$ cat src/rtl/sine_ref_pkg.sv
package sine_ref_pkg;

  // angle units: a quarter turn equals 2**QTR_BITS
  localparam int QTR_BITS = 18;
  localparam int ZW       = QTR_BITS + 2;
  localparam int IDX_W    = 5;

  typedef struct packed {
    logic             load;    // snapshot phase, seed x/y/z
    logic             rotate;  // one micro-rotation
    logic [IDX_W-1:0] idx;     // rotation index
    logic             finish;  // publish sample
  } cordic_ctrl_t;

  // arctan(2^-i) in units of a quarter turn / 2**QTR_BITS
  function automatic logic signed [ZW-1:0] atan_step(input logic [IDX_W-1:0] i);
    case (i)
      5'd0:    atan_step = ZW'(131072);
      5'd1:    atan_step = ZW'(77376);
      5'd2:    atan_step = ZW'(40884);
      5'd3:    atan_step = ZW'(20753);
      5'd4:    atan_step = ZW'(10417);
      5'd5:    atan_step = ZW'(5213);
      5'd6:    atan_step = ZW'(2607);
      5'd7:    atan_step = ZW'(1304);
      5'd8:    atan_step = ZW'(652);
      5'd9:    atan_step = ZW'(326);
      5'd10:   atan_step = ZW'(163);
      5'd11:   atan_step = ZW'(81);
      5'd12:   atan_step = ZW'(41);
      5'd13:   atan_step = ZW'(20);
      5'd14:   atan_step = ZW'(10);
      5'd15:   atan_step = ZW'(5);
      default: atan_step = '0;
    endcase
  endfunction

endpackage

$ cat src/rtl/cordic_seq.sv
module cordic_seq
  import sine_ref_pkg::*;
#(
  parameter int ITER = 16
) (
  input  logic         clk,
  input  logic         rst_n,
  output cordic_ctrl_t ctl
);

  localparam int LAST  = ITER + 1;
  localparam int CNT_W = $clog2(LAST + 1);

  logic [CNT_W-1:0] stepCnt;

  always_ff @(posedge clk or negedge rst_n) begin
    if (!rst_n)                     stepCnt <= '0;
    else if (stepCnt == CNT_W'(LAST)) stepCnt <= '0;
    else                            stepCnt <= stepCnt + 1'b1;
  end

  always_comb begin
    ctl.load   = (stepCnt == '0);
    ctl.finish = (stepCnt == CNT_W'(LAST));
    ctl.rotate = !ctl.load && !ctl.finish;
    ctl.idx    = IDX_W'(stepCnt - 1'b1);
  end

  // publish lasts a single cycle and is followed by a fresh load
  p_finish_single_r3: assert property (@(posedge clk) disable iff (!rst_n)
    ctl.finish |=> !ctl.finish);
  p_load_after_finish_r3: assert property (@(posedge clk) disable iff (!rst_n)
    ctl.finish |=> ctl.load);

endmodule

$ cat src/rtl/cordic_path.sv
module cordic_path
  import sine_ref_pkg::*;
#(
  parameter int CLK_HZ  = 48_000_000,
  parameter int TONE_HZ = 60,
  parameter int DATA_W  = 16,
  parameter int TRIM_W  = 8,
  parameter int AMP     = 32000,
  parameter int PHASE_W = 32,
  parameter int ANG_W   = 16,
  parameter int GUARD   = 2
) (
  input  logic                     clk,
  input  logic                     rst_n,
  input  cordic_ctrl_t             ctl,
  input  logic [TRIM_W-1:0]        ampTrim,
  output logic signed [DATA_W-1:0] sineOut,
  output logic [DATA_W-2:0]        magOut,
  output logic [ANG_W-1:0]         samplePhase,
  output logic                     sampleStb
);

  localparam int MAG_W  = DATA_W - 1;
  localparam int IW     = DATA_W + GUARD + 2;
  localparam int PROD_W = MAG_W + TRIM_W;
  localparam int ZSH    = QTR_BITS - (ANG_W - 2);
  localparam logic [PHASE_W-1:0] PHASE_INC =
    PHASE_W'(((longint'(TONE_HZ) << PHASE_W) + longint'(CLK_HZ / 2)) / longint'(CLK_HZ));
  // K = 0.6072529 ~ 39797/65536, pre-applied so the vector ends at AMP
  localparam longint X_INIT = (longint'(AMP) * 39797 * (longint'(1) << GUARD) + 32768) >>> 16;
  localparam logic signed [IW-1:0] HALF    = IW'(1 << (GUARD - 1));
  localparam logic signed [IW-1:0] MAG_MAX = IW'((1 << MAG_W) - 1);
  localparam logic [ANG_W-2:0]     QTR     = (ANG_W-1)'(1 << (ANG_W - 2));

  logic [PHASE_W-1:0]    phaseAcc;
  logic [ANG_W-1:0]      phHold;
  logic [1:0]            quad;
  logic signed [IW-1:0]  xr, yr;
  logic signed [ZW-1:0]  zr;

  // free-running angle
  always_ff @(posedge clk or negedge rst_n) begin
    if (!rst_n) phaseAcc <= '0;
    else        phaseAcc <= phaseAcc + PHASE_INC;
  end

  // first-quadrant fold
  logic [ANG_W-3:0] lowAng;
  logic [ANG_W-2:0] foldAng;
  assign lowAng  = phaseAcc[PHASE_W-3 -: (ANG_W-2)];
  assign foldAng = phaseAcc[PHASE_W-2] ? (QTR - {1'b0, lowAng}) : {1'b0, lowAng};

  // micro-rotation
  logic signed [IW-1:0] xSh, ySh;
  logic signed [ZW-1:0] zStep;
  assign xSh   = xr >>> ctl.idx;
  assign ySh   = yr >>> ctl.idx;
  assign zStep = atan_step(ctl.idx);

  always_ff @(posedge clk or negedge rst_n) begin
    if (!rst_n) begin
      xr <= '0; yr <= '0; zr <= '0; quad <= '0; phHold <= '0;
    end else if (ctl.load) begin
      xr     <= IW'(X_INIT);
      yr     <= '0;
      zr     <= $signed({{(ZW-ANG_W+1){1'b0}}, foldAng} << ZSH);
      quad   <= phaseAcc[PHASE_W-1 -: 2];
      phHold <= phaseAcc[PHASE_W-1 -: ANG_W];
    end else if (ctl.rotate) begin
      if (!zr[ZW-1]) begin
        xr <= xr - ySh; yr <= yr + xSh; zr <= zr - zStep;
      end else begin
        xr <= xr + ySh; yr <= yr - xSh; zr <= zr + zStep;
      end
    end
  end

  // round off guard bits, clamp to the magnitude range
  logic signed [IW-1:0] yRnd;
  logic [MAG_W-1:0]     magRaw;
  assign yRnd = (yr + HALF) >>> GUARD;
  always_comb begin
    if (yRnd[IW-1])           magRaw = '0;
    else if (yRnd > MAG_MAX)  magRaw = MAG_W'(MAG_MAX);
    else                      magRaw = yRnd[MAG_W-1:0];
  end

  // shift-add amplitude trim
  logic [PROD_W-1:0] partial [TRIM_W];
  logic [PROD_W-1:0] prodSum;
  logic [MAG_W-1:0]  magTrim;
  for (genvar k = 0; k < TRIM_W; k++) begin : g_trim
    assign partial[k] = ampTrim[k] ? ({{TRIM_W{1'b0}}, magRaw} << k) : '0;
  end
  always_comb begin
    prodSum = '0;
    for (int k = 0; k < TRIM_W; k++) prodSum = prodSum + partial[k];
  end
  assign magTrim = prodSum[PROD_W-1 -: MAG_W];

  // publish with sign restored from the half-turn bit
  always_ff @(posedge clk or negedge rst_n) begin
    if (!rst_n) begin
      sineOut <= '0; magOut <= '0; samplePhase <= '0; sampleStb <= 1'b0;
    end else begin
      sampleStb <= ctl.finish;
      if (ctl.finish) begin
        sineOut     <= quad[1] ? -$signed({1'b0, magTrim}) : $signed({1'b0, magTrim});
        magOut      <= magTrim;
        samplePhase <= phHold;
      end
    end
  end

  // sign follows the half-turn bit of the published phase
  p_quadrant_sign_r5: assert property (@(posedge clk) disable iff (!rst_n)
    sampleStb |-> (samplePhase[ANG_W-1] ? (sineOut <= 0) : (sineOut >= 0)));
  // magnitude matches the signed sample
  p_mag_abs_r6: assert property (@(posedge clk) disable iff (!rst_n)
    sampleStb |-> (DATA_W'(magOut) == (sineOut[DATA_W-1] ? -sineOut : sineOut)));

endmodule

$ cat src/rtl/leg_modulator.sv
module leg_modulator #(
  parameter int MAG_W = 15
) (
  input  logic             clk,
  input  logic             rst_n,
  input  logic [MAG_W-1:0] mag,
  input  logic             negSide,
  output logic             pwmPos,
  output logic             pwmNeg
);

  logic [MAG_W-1:0] acc;
  logic [MAG_W:0]   accNext;
  assign accNext = {1'b0, acc} + {1'b0, mag};

  always_ff @(posedge clk or negedge rst_n) begin
    if (!rst_n) begin
      acc <= '0; pwmPos <= 1'b0; pwmNeg <= 1'b0;
    end else begin
      acc    <= accNext[MAG_W-1:0];
      pwmPos <= accNext[MAG_W] && !negSide;
      pwmNeg <= accNext[MAG_W] &&  negSide;
    end
  end

  // legs are mutually exclusive
  p_legs_exclusive_r8: assert property (@(posedge clk) disable iff (!rst_n)
    !(pwmPos && pwmNeg));

endmodule

$ cat src/rtl/sine_bridge_ref.sv
module sine_bridge_ref
  import sine_ref_pkg::*;
#(
  parameter int CLK_HZ  = 48_000_000,
  parameter int TONE_HZ = 60,
  parameter int DATA_W  = 16,
  parameter int TRIM_W  = 8,
  parameter int AMP     = 32000,
  parameter int ITER    = 16
) (
  input  logic                     clk,
  input  logic                     rst_n,
  input  logic [TRIM_W-1:0]        ampTrim,
  output logic signed [DATA_W-1:0] sineOut,
  output logic [DATA_W-2:0]        magOut,
  output logic [15:0]              samplePhase,
  output logic                     sampleStb,
  output logic                     pwmPos,
  output logic                     pwmNeg
);

  cordic_ctrl_t ctl;

  cordic_seq #(.ITER(ITER)) u_seq (
    .clk(clk), .rst_n(rst_n), .ctl(ctl)
  );

  cordic_path #(
    .CLK_HZ(CLK_HZ), .TONE_HZ(TONE_HZ), .DATA_W(DATA_W),
    .TRIM_W(TRIM_W), .AMP(AMP), .PHASE_W(32), .ANG_W(16), .GUARD(2)
  ) u_path (
    .clk(clk), .rst_n(rst_n), .ctl(ctl), .ampTrim(ampTrim),
    .sineOut(sineOut), .magOut(magOut),
    .samplePhase(samplePhase), .sampleStb(sampleStb)
  );

  leg_modulator #(.MAG_W(DATA_W-1)) u_mod (
    .clk(clk), .rst_n(rst_n), .mag(magOut), .negSide(sineOut[DATA_W-1]),
    .pwmPos(pwmPos), .pwmNeg(pwmNeg)
  );

  // each leg pulses only for a sample of its own sign
  p_pos_leg_r10: assert property (@(posedge clk) disable iff (!rst_n)
    pwmPos |-> ($past(sineOut) > 0));
  p_neg_leg_r10: assert property (@(posedge clk) disable iff (!rst_n)
    pwmNeg |-> ($past(sineOut) < 0));

endmodule

$ cat config.mk
export PLATFORM = sky130hd
export DESIGN_NAME = sine_bridge_ref
export DESIGN_NICKNAME = d
export VERILOG_FILES = /design/src/rtl/sine_ref_pkg.sv /design/src/rtl/cordic_seq.sv /design/src/rtl/cordic_path.sv /design/src/rtl/leg_modulator.sv /design/src/rtl/sine_bridge_ref.sv
export SDC_FILE = /design/constraint.sdc
export NUM_CORES = 1
export LEC_CHECK = 0
export ABC_AREA = 1
export BUFFER_PORTS_ARGS = -buffer_cell sky130_fd_sc_hd__buf_4
export CAP_MARGIN = 10
export CORE_ASPECT_RATIO = 0.9
export CORE_UTILIZATION = 52
export DETAILED_ROUTE_END_ITERATION = 7
export HOLD_SLACK_MARGIN = 0.1
export PLACE_DENSITY = 0.76
export SKIP_CTS_REPAIR_TIMING = 1
export SLEW_MARGIN = 20
export SYNTH_ARGS = -nofsm -noshare
export SYNTH_HDL_FRONTEND = slang
export SYNTH_SLANG_ARGS = --single-unit
$ cat constraint.sdc
create_clock -name clk -period 5.85 [get_ports clk]
set_clock_uncertainty 0.15 [all_clocks]
set_input_delay 0.585 -clock clk [delete_from_list [all_inputs] [get_ports clk]]
set_output_delay 0.585 -clock clk [all_outputs]
set_load 0.02 [all_outputs]
Word-level counts from Yosys, hierarchy flattened
Memories as Yosys holds them, arrays and structs flattened.
Index checks and enable logic that the tools add are counted.
{"block": "op_classes", "reduce_logical": 8, "n_shift": 2, "n_addsub": 20, "n_eq_ne": 1, "n_mux": 23, "order_cmp": 1}
{"cell": "20-bit two-way mux", "count": 11}
{"cell": "23-bit adder", "count": 7}
{"cell": "20-bit adder", "count": 3}
{"cell": "15-bit two-way mux", "count": 4}
{"cell": "20-bit subtractor", "count": 3}
{"cell": "20-bit by 5-bit >>> shifter with 20-bit output", "count": 2}
{"cell": "32-bit by 13-bit adder with 32-bit output (second input constant)", "count": 1}
{"cell": "16-bit two-way mux", "count": 2}
{"cell": "22-bit two-way mux", "count": 1}
{"cell": "21-bit two-way mux", "count": 1}
{"cell": "20-bit by 3-bit adder with 20-bit output (second input constant)", "count": 1}
{"cell": "19-bit two-way mux", "count": 1}
{"cell": "18-bit by 16-bit greater-than comparator with 1-bit output (second input constant)", "count": 1}
{"cell": "18-bit two-way mux", "count": 1}
{"cell": "17-bit two-way mux", "count": 1}
{"cell": "15-bit by 15-bit adder with 16-bit output", "count": 1}
{"cell": "15-bit negator with 16-bit output", "count": 1}
{"cell": "15-bit by 14-bit subtractor with 15-bit output (first input constant)", "count": 1}
{"cell": "5-bit by 1-bit adder with 5-bit output (second input constant)", "count": 1}
{"cell": "5-bit equality test (second input constant)", "count": 1}
{"cell": "5-bit logical NOT", "count": 1}
{"cell": "5-bit two-way mux", "count": 1}
{"cell": "5-bit by 1-bit subtractor with 5-bit output (second input constant)", "count": 1}
{"cell": "1-bit logical AND", "count": 3}
{"cell": "other kinds (2)", "count": 4}
{"block": "word_totals", "wordCells": 70, "ff_bits": 180, "output_inout_bits": 50, "mem_bits_ro": 288, "mem_count": 1, "in_bits": 10}
{"name": "(no name shown)", "depth": 16, "word_bits": 18, "read_ports": 1, "rd_clocked_by_memory_dff": 0, "wr": 0, "line_no": "sine_ref_pkg.sv:17", "source": "case (i)"}

Logic depth before layout (Yosys ltp)
Gate-level depths: netlist (run 1).
{"block": "logic_depth", "ltp_word": 14, "ltp_mapped": 37, "ltp_nobuf": 37}

By module
Synthesis (run 1) repeated with hierarchy kept, for this count alone.
{"block": "hier_totals", "hier_cells": 2567, "hier_area_um2": 18076.1}
{"mod": "cordic_path", "cells_per_inst": 2326, "n_inst": 1, "area_each_um2": 16363.2, "seq_area_each_um2": 3878.7}
{"mod": "leg_modulator", "cells_per_inst": 196, "n_inst": 1, "area_each_um2": 1352.5, "seq_area_each_um2": 425.4}
{"mod": "cordic_seq", "cells_per_inst": 45, "n_inst": 1, "area_each_um2": 360.3, "seq_area_each_um2": 125.1}

Worst setup path before layout (run 1)
OpenSTA, ideal clock, no wires.
{"block": "synth_path", "path_type": "reg-to-reg", "start": "reg u_path.yr[2]", "end": "reg u_path.sineOut[14]", "setup_time_ps": 117, "slack_ps": -91, "required_ps": 5583, "synth_period_minus_slack_ps": 5941, "path_stages_with_launch": 30, "path_buffers": 0, "t_arrival_ps": 5674, "cell_sequence": "dfrtp_1 ha_1 nand2_1 nor2_1 nand2_1 nor2_1 nand3_1 nand2_1 nand3_1 o21ai_1 nor2_1 fa_1 fa_1 fa_1 inv_1 fa_1 inv_1 ha_1 a21oi_1 nand2_2 nand2_1 and2_1 ha_1 inv_1 nor2_1 nand4_2 nor2_2 nand2_1 nand3_1 nand2_1"}
{"block": "synth_via", "elab_chain_len": 14, "elab_cells_between_ends": 21, "cone_classes": "9 x add/sub; 1 x order compare; 11 x mux"}
{"element": "start: declaration", "line_no": "cordic_path.sv:38", "source": "logic signed [IW-1:0] xr, yr;"}
{"element": "start signal: assignment", "line_no": "cordic_path.sv:71", "source": "xr <= xr - ySh; yr <= yr + xSh; zr <= zr - zStep;"}
{"element": "start signal: assignment", "line_no": "cordic_path.sv:73", "source": "xr <= xr + ySh; yr <= yr - xSh; zr <= zr + zStep;"}
{"element": "20-bit by 3-bit adder with 20-bit output (*)", "line_no": "cordic_path.sv:81", "source": "assign yRnd = (yr + HALF) >>> GUARD;"}
{"element": "18-bit by 16-bit greater-than comparator with 1-bit output", "line_no": "cordic_path.sv:84", "source": "else if (yRnd > MAG_MAX) magRaw = MAG_W'(MAG_MAX);"}
{"element": "15-bit two-way mux", "line_no": "cordic_path.sv:84"}
{"element": "15-bit two-way mux (*)", "line_no": "cordic_path.sv:83", "source": "if (yRnd[IW-1]) magRaw = '0;"}
{"element": "15-bit two-way mux / 16-bit two-way mux (equally long branches)", "line_no": "cordic_path.sv:93", "source": "assign partial[k] = ampTrim[k] ? ({{TRIM_W{1'b0}}, magRaw} << k) : '0;"}
{"element": "23-bit adder (6 in series)", "line_no": "cordic_path.sv:97", "source": "for (int k = 0; k < TRIM_W; k++) prodSum = prodSum + partial[k];"}
{"element": "23-bit adder (*)", "line_no": "cordic_path.sv:97"}
{"element": "15-bit negator with 16-bit output", "line_no": "cordic_path.sv:108", "source": "sineOut <= quad[1] ? -$signed({1'b0, magTrim}) : $signed({1'b0, magTrim});"}
{"element": "16-bit two-way mux (*)", "line_no": "cordic_path.sv:108"}
{"element": "end signal: assignment", "line_no": "cordic_path.sv:108"}
{"element": "end: declaration", "line_no": "cordic_path.sv:17", "source": "output logic signed [DATA_W-1:0] sineOut,"}
Mark *: on every way between the ends. The rest lies on a longest branch, timed or not.
A chain may end at the register's enable or synchronous reset.

Worst setup path in the final report (run 1)
{"block": "layout_path", "start": "reg u_path.yr[2]", "end": "reg u_path.sineOut[11]"}
Same word-level chain as after synthesis.

==> flow_summary.toml, run 1 <==
[setup_path]
cpMaxStageDelayCell = "fa_1"
r2r_start = "u_path.yr[2]"
cpPeakStageDelay_ps = 550
crit_path_end_kind = "flop"
crit_fanout = 7
start_kind = "flop"
reg2reg_depth = 34
r2r_slack_ps = -320
worstPathArrival_ps = 6350
critical_path_class = "flop to flop"
cp_common_cell = "nand2_2"
reg2reg_to = "u_path.sineOut[11]"
cp.required_ps = 6040

[placement]
finalWeightedCongestion = 0.967
dp_hpwl_um = 37500
port_buffers = 59
place_inst = 3086

[worst_hold_path]
whs_endpoint = "u_path.phaseAcc[0]"
whs_path_depth = 1
hp-class = "flop to flop"
hp-start = "u_path.phaseAcc[0]"

[sta]
max_slew_margin = 0.447
tightest_slew_ps = 829
setup_ws_ps = -316
tns_ps = -2270
final_hold_viol_count = 0
period_needed_ps = 6170
fin_crit_sh = 1.05
finalSetupViolCount = 15
rsz0062_at_grt = "true"
max_freq_mhz = 162
slew_viol_final = 0

[global_routing]
grt_pass1_vias = 16620
track_usage = 0.284
grt_antenna_before_repair = 0
gr-total-overflow = 0
grt_pass1_wl_um = 80300
grt_max_degree = 81

[synthesis]
synth_area_per_cell_um2 = 7.17
synthCells = 2481
synth_edf_count = 0
ys_types = 66
post_synth_instance_area_um2 = 17800
synth_top_area_cell = "dfrtp_1"
synth_area_leaders = "dfrtp_1 25%, nand2_1 12%, fa_1 9.3%"
synth_common_cells = "562 x nand2_1, 313 x inv_1, 263 x nor2_1, 180 x o21ai_0, 177 x dfrtp_1"
synth_nets = 2694
ys_seq_area_frac = 0.249
yosys_warnings = 0
async_flop_share = 1.00
synth_top_cell_area_share = 0.249
synth_ff_type = "dfrtp_1"
synth_seq_cells = 177
yosysMostFrequentCell = "nand2_1"

[floorplanning]
die_w_um = 197
start_util = 0.535
die_h_um = 177
ios = 60
core_um2 = 33300
rows = 63
die-area_um2 = 34900

[pwr]
power_density_nw_per_um2 = 126
p_leak_nw = 11.5
vdd_ir_drop_max_v = 0.000219
p_total_mw = 2.75

[route]
route.detailed.drc = 0
finalWirelength_um = 52100
viasPerCell = 5.61
drt_iter0_drc = 1300
ant_nets = 0
firstDrtPassIters = 5
wire_per_inst_um = 16.5
vias = 17682

[clock_tree]
clock-root-buffer = "clkbuf_16"
clk_pin_slew_worst_paths_ps = 70
clock_path_buffers = 2
numCtsBuffers = 17
cts.sinks = 177
worstSkewPairLatency_ps = 460
cts_tree = "done"
h-tree-depth = 4

[status]
violations = "setup timing"
status = "finished, violations left"

[final_layout]
syn_to_final_growth_pct = 22.8
stdcell_count = 3152
nNetsFinal = 2897
drive_gt1_frac = 0.218
final_core_util = 0.657
diodes = 0

[run]
cap_violations = 0
[cell usage in the layout, fill, tap and decap left out, types with 17 or more instances in the layout]
| cell | synthesis | final |
|---|---|---|
| nand4_1 | 17 | 17 |
| nand3_2 | 8 | 25 |
| nor2_4 | 2 | 22 |
| a31oi_1 | 24 | 24 |
| dfrtp_1 | 177 | 174 |
| inv_2 | 6 | 24 |
| ha_1 | 120 | 106 |
| nor3_1 | 33 | 26 |
| nor2_1 | 263 | 232 |
| clkbuf_16 | 0 | 17 |
| xor2_1 | 100 | 96 |
| o22ai_1 | 29 | 29 |
| nor2_2 | 14 | 25 |
| o21ai_1 | 36 | 34 |
| a21oi_1 | 148 | 128 |
| nand3_1 | 111 | 90 |
| xnor2_1 | 27 | 27 |
| nand2_2 | 10 | 58 |
| buf_6 | 4 | 21 |
| nand2_1 | 562 | 496 |
| inv_1 | 313 | 291 |
| buf_4 | 6 | 238 |
| o21ai_0 | 180 | 169 |
| nand2_4 | 1 | 19 |
| fa_1 | 83 | 77 |
[per-layer routing]
layer | up-vias | global-route usage | share of wire
li1 | 8514 | - | -
met5 | - | 0 | 0
met3 | 118 | 0.0460 | 0.063
met4 | 0 | 0.0778 | 0.026
met1 | 8428 | 0.386 | 0.44
met2 | 622 | 0.468 | 0.47
[stage by stage]
step / setup slack (ps) / cell area (um^2) / hold slack (ps)
2_1_floorplan: -2.93 / 17800 / 139
3_3_place_gp: -251 / 19800 / 299
3_5_place_dp: -357 / 19800 / 304
4_1_cts: -442 / 20400 / 13.2
5_1_grt: -527 / 21800 / 337
6_report: -316 / 21800 / 316
[how the worst max path moves through the flow]
stage                       from                 end  slack [ps]
floorplan           u_path.yr[2]  u_path.sineOut[11]          -3
global placement    u_path.yr[1]  u_path.sineOut[15]        -250
detailed placement  u_path.yr[2]  u_path.sineOut[11]        -360
CTS                 u_path.yr[2]  u_path.sineOut[11]        -440
global route        u_path.yr[2]  u_path.sineOut[11]        -530
finish              u_path.yr[2]  u_path.sineOut[11]        -320
[worst max-delay path: cells and delay by family, from the launching register on]
kind | cells | cell delay [ps]
buffers and inverters | 7 | 830
AO/OA/AOI/OAI | 2 | 260
adder cells (fa/ha/maj) | 6 | 2530
flip-flops | 1 | 360
AND/OR/NAND/NOR | 19 | 1920
[registers in the layout, indices dropped and copies added, names as in the netlist, 5 cells and up]
name and cells:
u_path.phHold 14, u_path.yr 20, u_path.samplePhase 16, u_mod.acc 15, u_path.phaseAcc 32, u_path.xr 20, u_path.sineOut 15, u_path.magOut 15
u_path.zr 20, u_seq.stepCnt 5
[kinds of logic (layout without fill, tap and decap cells)]
logic type                 after synthesis  in the layout  synth area share
AOI/OAI and AO/OA                      496            496             0.159
buffers and inverters                  401            617            0.0889
DFF                                    177            177             0.249
muxes                                   16             16           0.00900
adders and majority gates              203            203             0.178
xor gates and xnor gates               127            127            0.0625
and+or+nand+nor                       1061           1061             0.254
[cell type report]
| cell class | count | area, um^2 |
|---|---|---|
| clock buffers | 19 | 453 |
| clock inverters | 13 | 168 |
| fillers | 2766 | 11400 |
| inverters | 321 | 1220 |
| multi-input cells | 1903 | 12900 |
| flip-flops and latches | 177 | 4430 |
| well taps | 455 | 569 |
| repair buffers | 264 | 2110 |
[where the power goes]
| part | internal (mW) | switching, mW |
|---|---|---|
| combinational | 0.0850 | 0.150 |
| clock | 0.634 | 0.582 |
| sequential | 1.28 | 0.0209 |
| total | 1.99 | 0.753 |
Power figures use the tool's default switching activity.
==> run 2: changes to the inputs <==
--- a/config.mk
+++ b/config.mk
@@ -12,9 +12,10 @@
 export CORE_UTILIZATION = 52
 export DETAILED_ROUTE_END_ITERATION = 7
 export HOLD_SLACK_MARGIN = 0.1
-export PLACE_DENSITY = 0.76
+export PLACE_DENSITY = 0.74
 export SKIP_CTS_REPAIR_TIMING = 1
 export SLEW_MARGIN = 20
 export SYNTH_ARGS = -nofsm -noshare
 export SYNTH_HDL_FRONTEND = slang
+export SYNTH_HIERARCHICAL = 1
 export SYNTH_SLANG_ARGS = --single-unit
==> constraint.sdc (replaced) <==
create_clock -name clk -period 7.24 [get_ports clk]
set_clock_uncertainty 0.15 [all_clocks]
set_input_delay 0.724 -clock clk [delete_from_list [all_inputs] [get_ports clk]]
set_output_delay 0.724 -clock clk [all_outputs]
set_load 0.02 [all_outputs]
==> run 2 against run 1 <==
Wire length is 6.7% lower. Fmax is 7.8% lower. Largest cell class unchanged. Non-clock buffer count is 186 lower. The flow now finishes without violations. Cell count is 2.9% lower. First-iteration DRC count is 1.1% higher. Critical path depth is 1 lower. Synthesized cell count is 3.5% higher. Worst hold slack worse by 110 ps. Area after synthesis is 1.6% higher. Flip-flop and latch count stayed put. Worst setup slack better by 870 ps.
==> flow_summary.toml, run 2 <==
[placement]
place_inst = 3030
finalWeightedCongestion = 0.961
port_buffers = 59
dp_hpwl_um = 37500

[setup_path]
crit_path_end_kind = "flop"
reg2reg_to = "u_path/sineOut[14]"
cpMaxStageDelayCell = "fa_1"
r2r_start = "u_path/yr[2]"
critical_path_class = "flop to flop"
worstPathArrival_ps = 6880
crit_fanout = 8
cp_common_cell = "nand2_1"
cpPeakStageDelay_ps = 540
r2r_slack_ps = 550
cp.required_ps = 7430
start_kind = "flop"
reg2reg_depth = 33

[route]
ant_nets = 0
wire_per_inst_um = 15.9
drt_iter0_drc = 1314
finalWirelength_um = 48600
route.detailed.drc = 0
viasPerCell = 5.55
firstDrtPassIters = 6
vias = 16991

[global_routing]
gr-total-overflow = 0
grt_max_degree = 106
grt_antenna_before_repair = 0
track_usage = 0.282
grt_pass1_vias = 15974
grt_pass1_wl_um = 80100

[sta]
tns_ps = 0
max_freq_mhz = 150
rsz0062_at_grt = "false"
max_slew_margin = 0.318
slew_viol_final = 0
period_needed_ps = 6690
tightest_slew_ps = 1020
fin_hold_ws_ps = 207
finalSetupViolCount = 0
fin_crit_sh = 0.924
final_hold_viol_count = 0

[floorplanning]
die_w_um = 199
core_um2 = 34100
ios = 60
die-area_um2 = 35500
rows = 64
start_util = 0.530
die_h_um = 179

[clock_tree]
clk_pin_slew_worst_paths_ps = 90
worstSkewPairLatency_ps = 460
cts.sinks = 177
clock_path_buffers = 2
clock-root-buffer = "clkbuf_16"
cts_tree = "done"
h-tree-depth = 4
numCtsBuffers = 17

[pwr]
power_density_nw_per_um2 = 117
p_leak_nw = 10.4
vdd_ir_drop_max_v = 0.000153

[synthesis]
yosys_warnings = 6
post_synth_instance_area_um2 = 18100
synth_nets = 2784
synth_top_area_cell = "dfrtp_1"
synth_edf_count = 0
yosysMostFrequentCell = "nand2_1"
ys_types = 64
synth_ff_type = "dfrtp_1"
synth_top_cell_area_share = 0.245
synthCells = 2567
synth_seq_cells = 177
synth_area_leaders = "dfrtp_1 25%, nand2_1 13%, fa_1 9.2%"
synth_common_cells = "622 x nand2_1, 329 x inv_1, 277 x nor2_1, 177 x dfrtp_1, 159 x o21ai_0"
async_flop_share = 1.00
ys_seq_area_frac = 0.245
synth_area_per_cell_um2 = 7.04

[final_layout]
final_common_cell = "nand2_1"
final_cell_mix = "621 x nand2_1, 327 x inv_1, 275 x nor2_1"
diodes = 0
stdcell_count = 3062
syn_to_final_growth_pct = 8.01
final_core_util = 0.572
max_flop_register = "u_path/phaseAcc"
nNetsFinal = 2804
drive_gt1_frac = 0.0715
largest_register_ffs = 32

[worst_hold_path]
hp-class = "input pin to async pin"

[run]
cap_violations = 0

[status]
status = "completed"
run 2: cell count changes in the layout (fill, tap and decap cells not counted), moves of 26 or more:
cell and change:
buf_4 -161, nand3_1 +26, nor2_1 +43, nand2_2 -38, inv_1 +36, nand2_1 +125
run 2: layer usage:
metal | wire (um) | global-route usage | vias to the layer above
met3 | 2540 | 0.0403 | 60
li1 | - | - | 8364
met1 | 23500 | 0.402 | 8091
met5 | 0 | 0 | -
met4 | 767 | 0.0728 | 0
met2 | 21800 | 0.447 | 476
run 2: worst max path at each step:
stage	endpoint	slack (ps)	startpoint
floorplan	u_path/sineOut[12]	1260	u_path/yr[4]
global placement	u_path/sineOut[14]	700	u_path/yr[2]
detailed placement	u_path/sineOut[14]	630	u_path/yr[2]
CTS	u_path/sineOut[14]	610	u_path/yr[11]
global route	u_path/sineOut[14]	20	u_path/yr[2]
finish	u_path/sineOut[14]	550	u_path/yr[2]
run 2: area by class of cell:
cell class              instances  area [um^2]
fillers                      3287        14600
repair buffers                 78          592
flip-flops and latches        177         4430
inverters                     341         1280
clock inverters                14          180
well taps                     462          578
clock buffers                  18          439
multi-input cells            1972        12000
run 2: metrics by stage:
step	instance area, um^2	power [mW]	worst slack, ps
after global routing	19500	2.39	18.6
after CTS	19500	2.31	614
after global placement	18900	1.32	696
final	19500	2.29	553
after floorplan	18100	1.25	1260
after detailed placement	18900	1.33	630
run 2: kinds of logic after synthesis:
logic type | count (synthesis) | share of synthesized area
AND/OR/NAND/NOR | 1139 | 0.266
AO/OA/AOI/OAI | 476 | 0.147
buffers and inverters | 418 | 0.0910
adder cells (fa/ha/maj) | 207 | 0.178
flip-flops | 177 | 0.245
XOR/XNOR | 137 | 0.0664
multiplexers | 13 | 0.00720
run 2: critical path, delay by kind of cell (launching register included):
family | cells | cell delay [ps]
buf+inv | 4 | 370
compound gates | 1 | 310
fa+ha+maj | 7 | 2860
flops | 1 | 450
simple gates | 21 | 2440
run 2: where the power goes:
group / total, mW / switching [mW] / internal, mW
registers: 1.04 / 0.0155 / 1.03
clock network: 0.974 / 0.494 / 0.480
logic: 0.272 / 0.185 / 0.0870
total: 2.29 / 0.694 / 1.60
==> run 3: changes to the inputs <==
--- a/config.mk
+++ b/config.mk
@@ -17,5 +17,4 @@
 export SLEW_MARGIN = 20
 export SYNTH_ARGS = -nofsm -noshare
 export SYNTH_HDL_FRONTEND = slang
-export SYNTH_HIERARCHICAL = 1
 export SYNTH_SLANG_ARGS = --single-unit
==> run 3 against run 2 <==
Largest power group unchanged. Cell area fell by 1.9%. Via count is 3.1% lower. Critical path type unchanged. Global-route usage decreased by 0.59 points. Flip-flop and latch count is the same. Die area is 1.6% lower. First-iteration DRC count decreased by 12%. Total power down 3.6%. Core utilization increased by 0.32 points. Register-to-register slack got worse by 80 ps.
==> flow_summary.toml, run 3 (synthesis gave the netlist of run 1 again) <==
[status]
status = "completed"

[global_routing]
grtUsageMet1 = 0.381
grt_pass1_wl_um = 78400
globalRouteMet2Util = 0.444
track_usage = 0.276
grt_pass1_vias = 16215
grt.busiest_layer = "met2"
grt_util_met3 = 0.0462
grt_max_degree = 110
gr-total-overflow = 0
grt_antenna_before_repair = 0

[final_layout]
final_common_cell = "nand2_1"
nNetsFinal = 2701
syn_to_final_growth_pct = 7.63
diodes = 0
final_core_util = 0.575
largest_register_ffs = 32
stdcell_count = 2956
drive_gt1_frac = 0.0756
max_flop_register = "u_path.phaseAcc"
final_cell_mix = "561 x nand2_1, 311 x inv_1, 263 x nor2_1"

[route]
wire_per_inst_um = 15.8
finalWirelength_um = 46700
firstDrtPassIters = 6
viasPerCell = 5.57
ant_nets = 0
route.detailed.drc = 0
vias = 16464
drt_iter0_drc = 1151

[sta]
finalSetupViolCount = 0
max_slew_margin = 0.383
fin_crit_sh = 0.934
slew_viol_final = 0
max_freq_mhz = 148
period_needed_ps = 6770
final_hold_viol_count = 0
tns_ps = 0
tightest_slew_ps = 925

[clock_tree]
numCtsBuffers = 17
clock-root-buffer = "clkbuf_16"
worstSkewPairLatency_ps = 470
cts.sinks = 177
clk_pin_slew_worst_paths_ps = 90
cts_tree = "done"
h-tree-depth = 4
clock_path_buffers = 2

[floorplanning]
die_w_um = 197
start_util = 0.535
die-area_um2 = 34900
ios = 60
die_h_um = 177
core_um2 = 33300
rows = 63

[setup_path]
cp_common_cell = "nand2_1"
cpMaxStageDelayCell = "o21ai_1"
start_kind = "flop"
critical_path_class = "flop to flop"
critPathTopFamily = "adder cells"
cpPeakStageDelay_ps = 590
critPathBufInv = 3
worstPathArrival_ps = 6960
crit_fanout = 8
crit_path_end_kind = "flop"
cp.required_ps = 7440

[placement]
place_inst = 2924
port_buffers = 59
dp_hpwl_um = 35500
finalWeightedCongestion = 0.915

[run]
cap_violations = 0

[pwr]
p_int_mw = 1.62
comb_power_share = 0.082
swShare = 0.267
power_frac_seq = 0.474
power_density_nw_per_um2 = 115
vdd_ir_drop_max_v = 0.000173
p_leak_nw = 10.3
p_sw_mw = 0.590
power.share.clock = 0.444

[worst_hold_path]
hp-class = "input pin to async pin"
-- run 3: path summary, 6_finish.rpt --
path                                    start            endpoint  slack [ps]  depth (start not counted)
setup reg to reg                 u_path.yr[2]  u_path.sineOut[11]         470                         31
min in group clk           u_path.phaseAcc[0]  u_path.phaseAcc[0]         320                          1
setup / recovery                 u_path.yr[2]  u_path.sineOut[11]         470                         31
hold reg to reg            u_path.phaseAcc[0]  u_path.phaseAcc[0]         320                          1
max in group asynchronous               rst_n        u_mod.acc[5]        5220                          2
hold / removal                          rst_n       u_path.xr[18]         220                          1
-- run 3: per-layer routing --
layer / up-vias / wire length (um) / share of wire
li1: 8108 / - / -
met5: - / 0 / 0
met2: 490 / 21300 / 0.46
met3: 67 / 2710 / 0.058
met1: 7799 / 21800 / 0.47
met4: 0 / 920 / 0.020
-- run 3: metrics by stage --
step / setup WS [ps] / area, um^2 / hold WS, ps / power, mW
finish: 475 / 19100 / 217 / 2.21
detailed placement: 483 / 18500 / 306 / 1.25
global placement: 548 / 18500 / 303 / 1.23
global route: -2.98 / 19100 / 305 / 2.29
floorplan: 1300 / 17800 / 278 / 1.19
CTS: 473 / 19100 / 260 / 2.23
-- run 3: power by group through the flow --
stage                     registers [mW]  clock network, mW  logic [mW]
after CTS                           1.05               1.00       0.182
after detailed placement            1.06                  0       0.180
after floorplan                     1.06                  0       0.124
final                               1.05              0.980       0.181
after global routing                1.05               1.04       0.204
after global placement              1.06                  0       0.170
-- run 3: cell type report --
| class | count | area (um^2) |
|---|---|---|
| clock buffers | 18 | 429 |
| repair buffers | 68 | 517 |
| fillers | 3160 | 14100 |
| inverters | 321 | 1210 |
| flip-flops and latches | 177 | 4430 |
| clock inverters | 14 | 165 |
| multi-input cells | 1903 | 11800 |
| well taps | 455 | 569 |
-- run 3: worst reg2reg max path: cells and delay by family (launching register included) --
family	cells	cell delay [ps]
compound gates	5	1200
fa+ha+maj	6	2710
buf+inv	3	240
flops	1	430
simple gates	17	1940
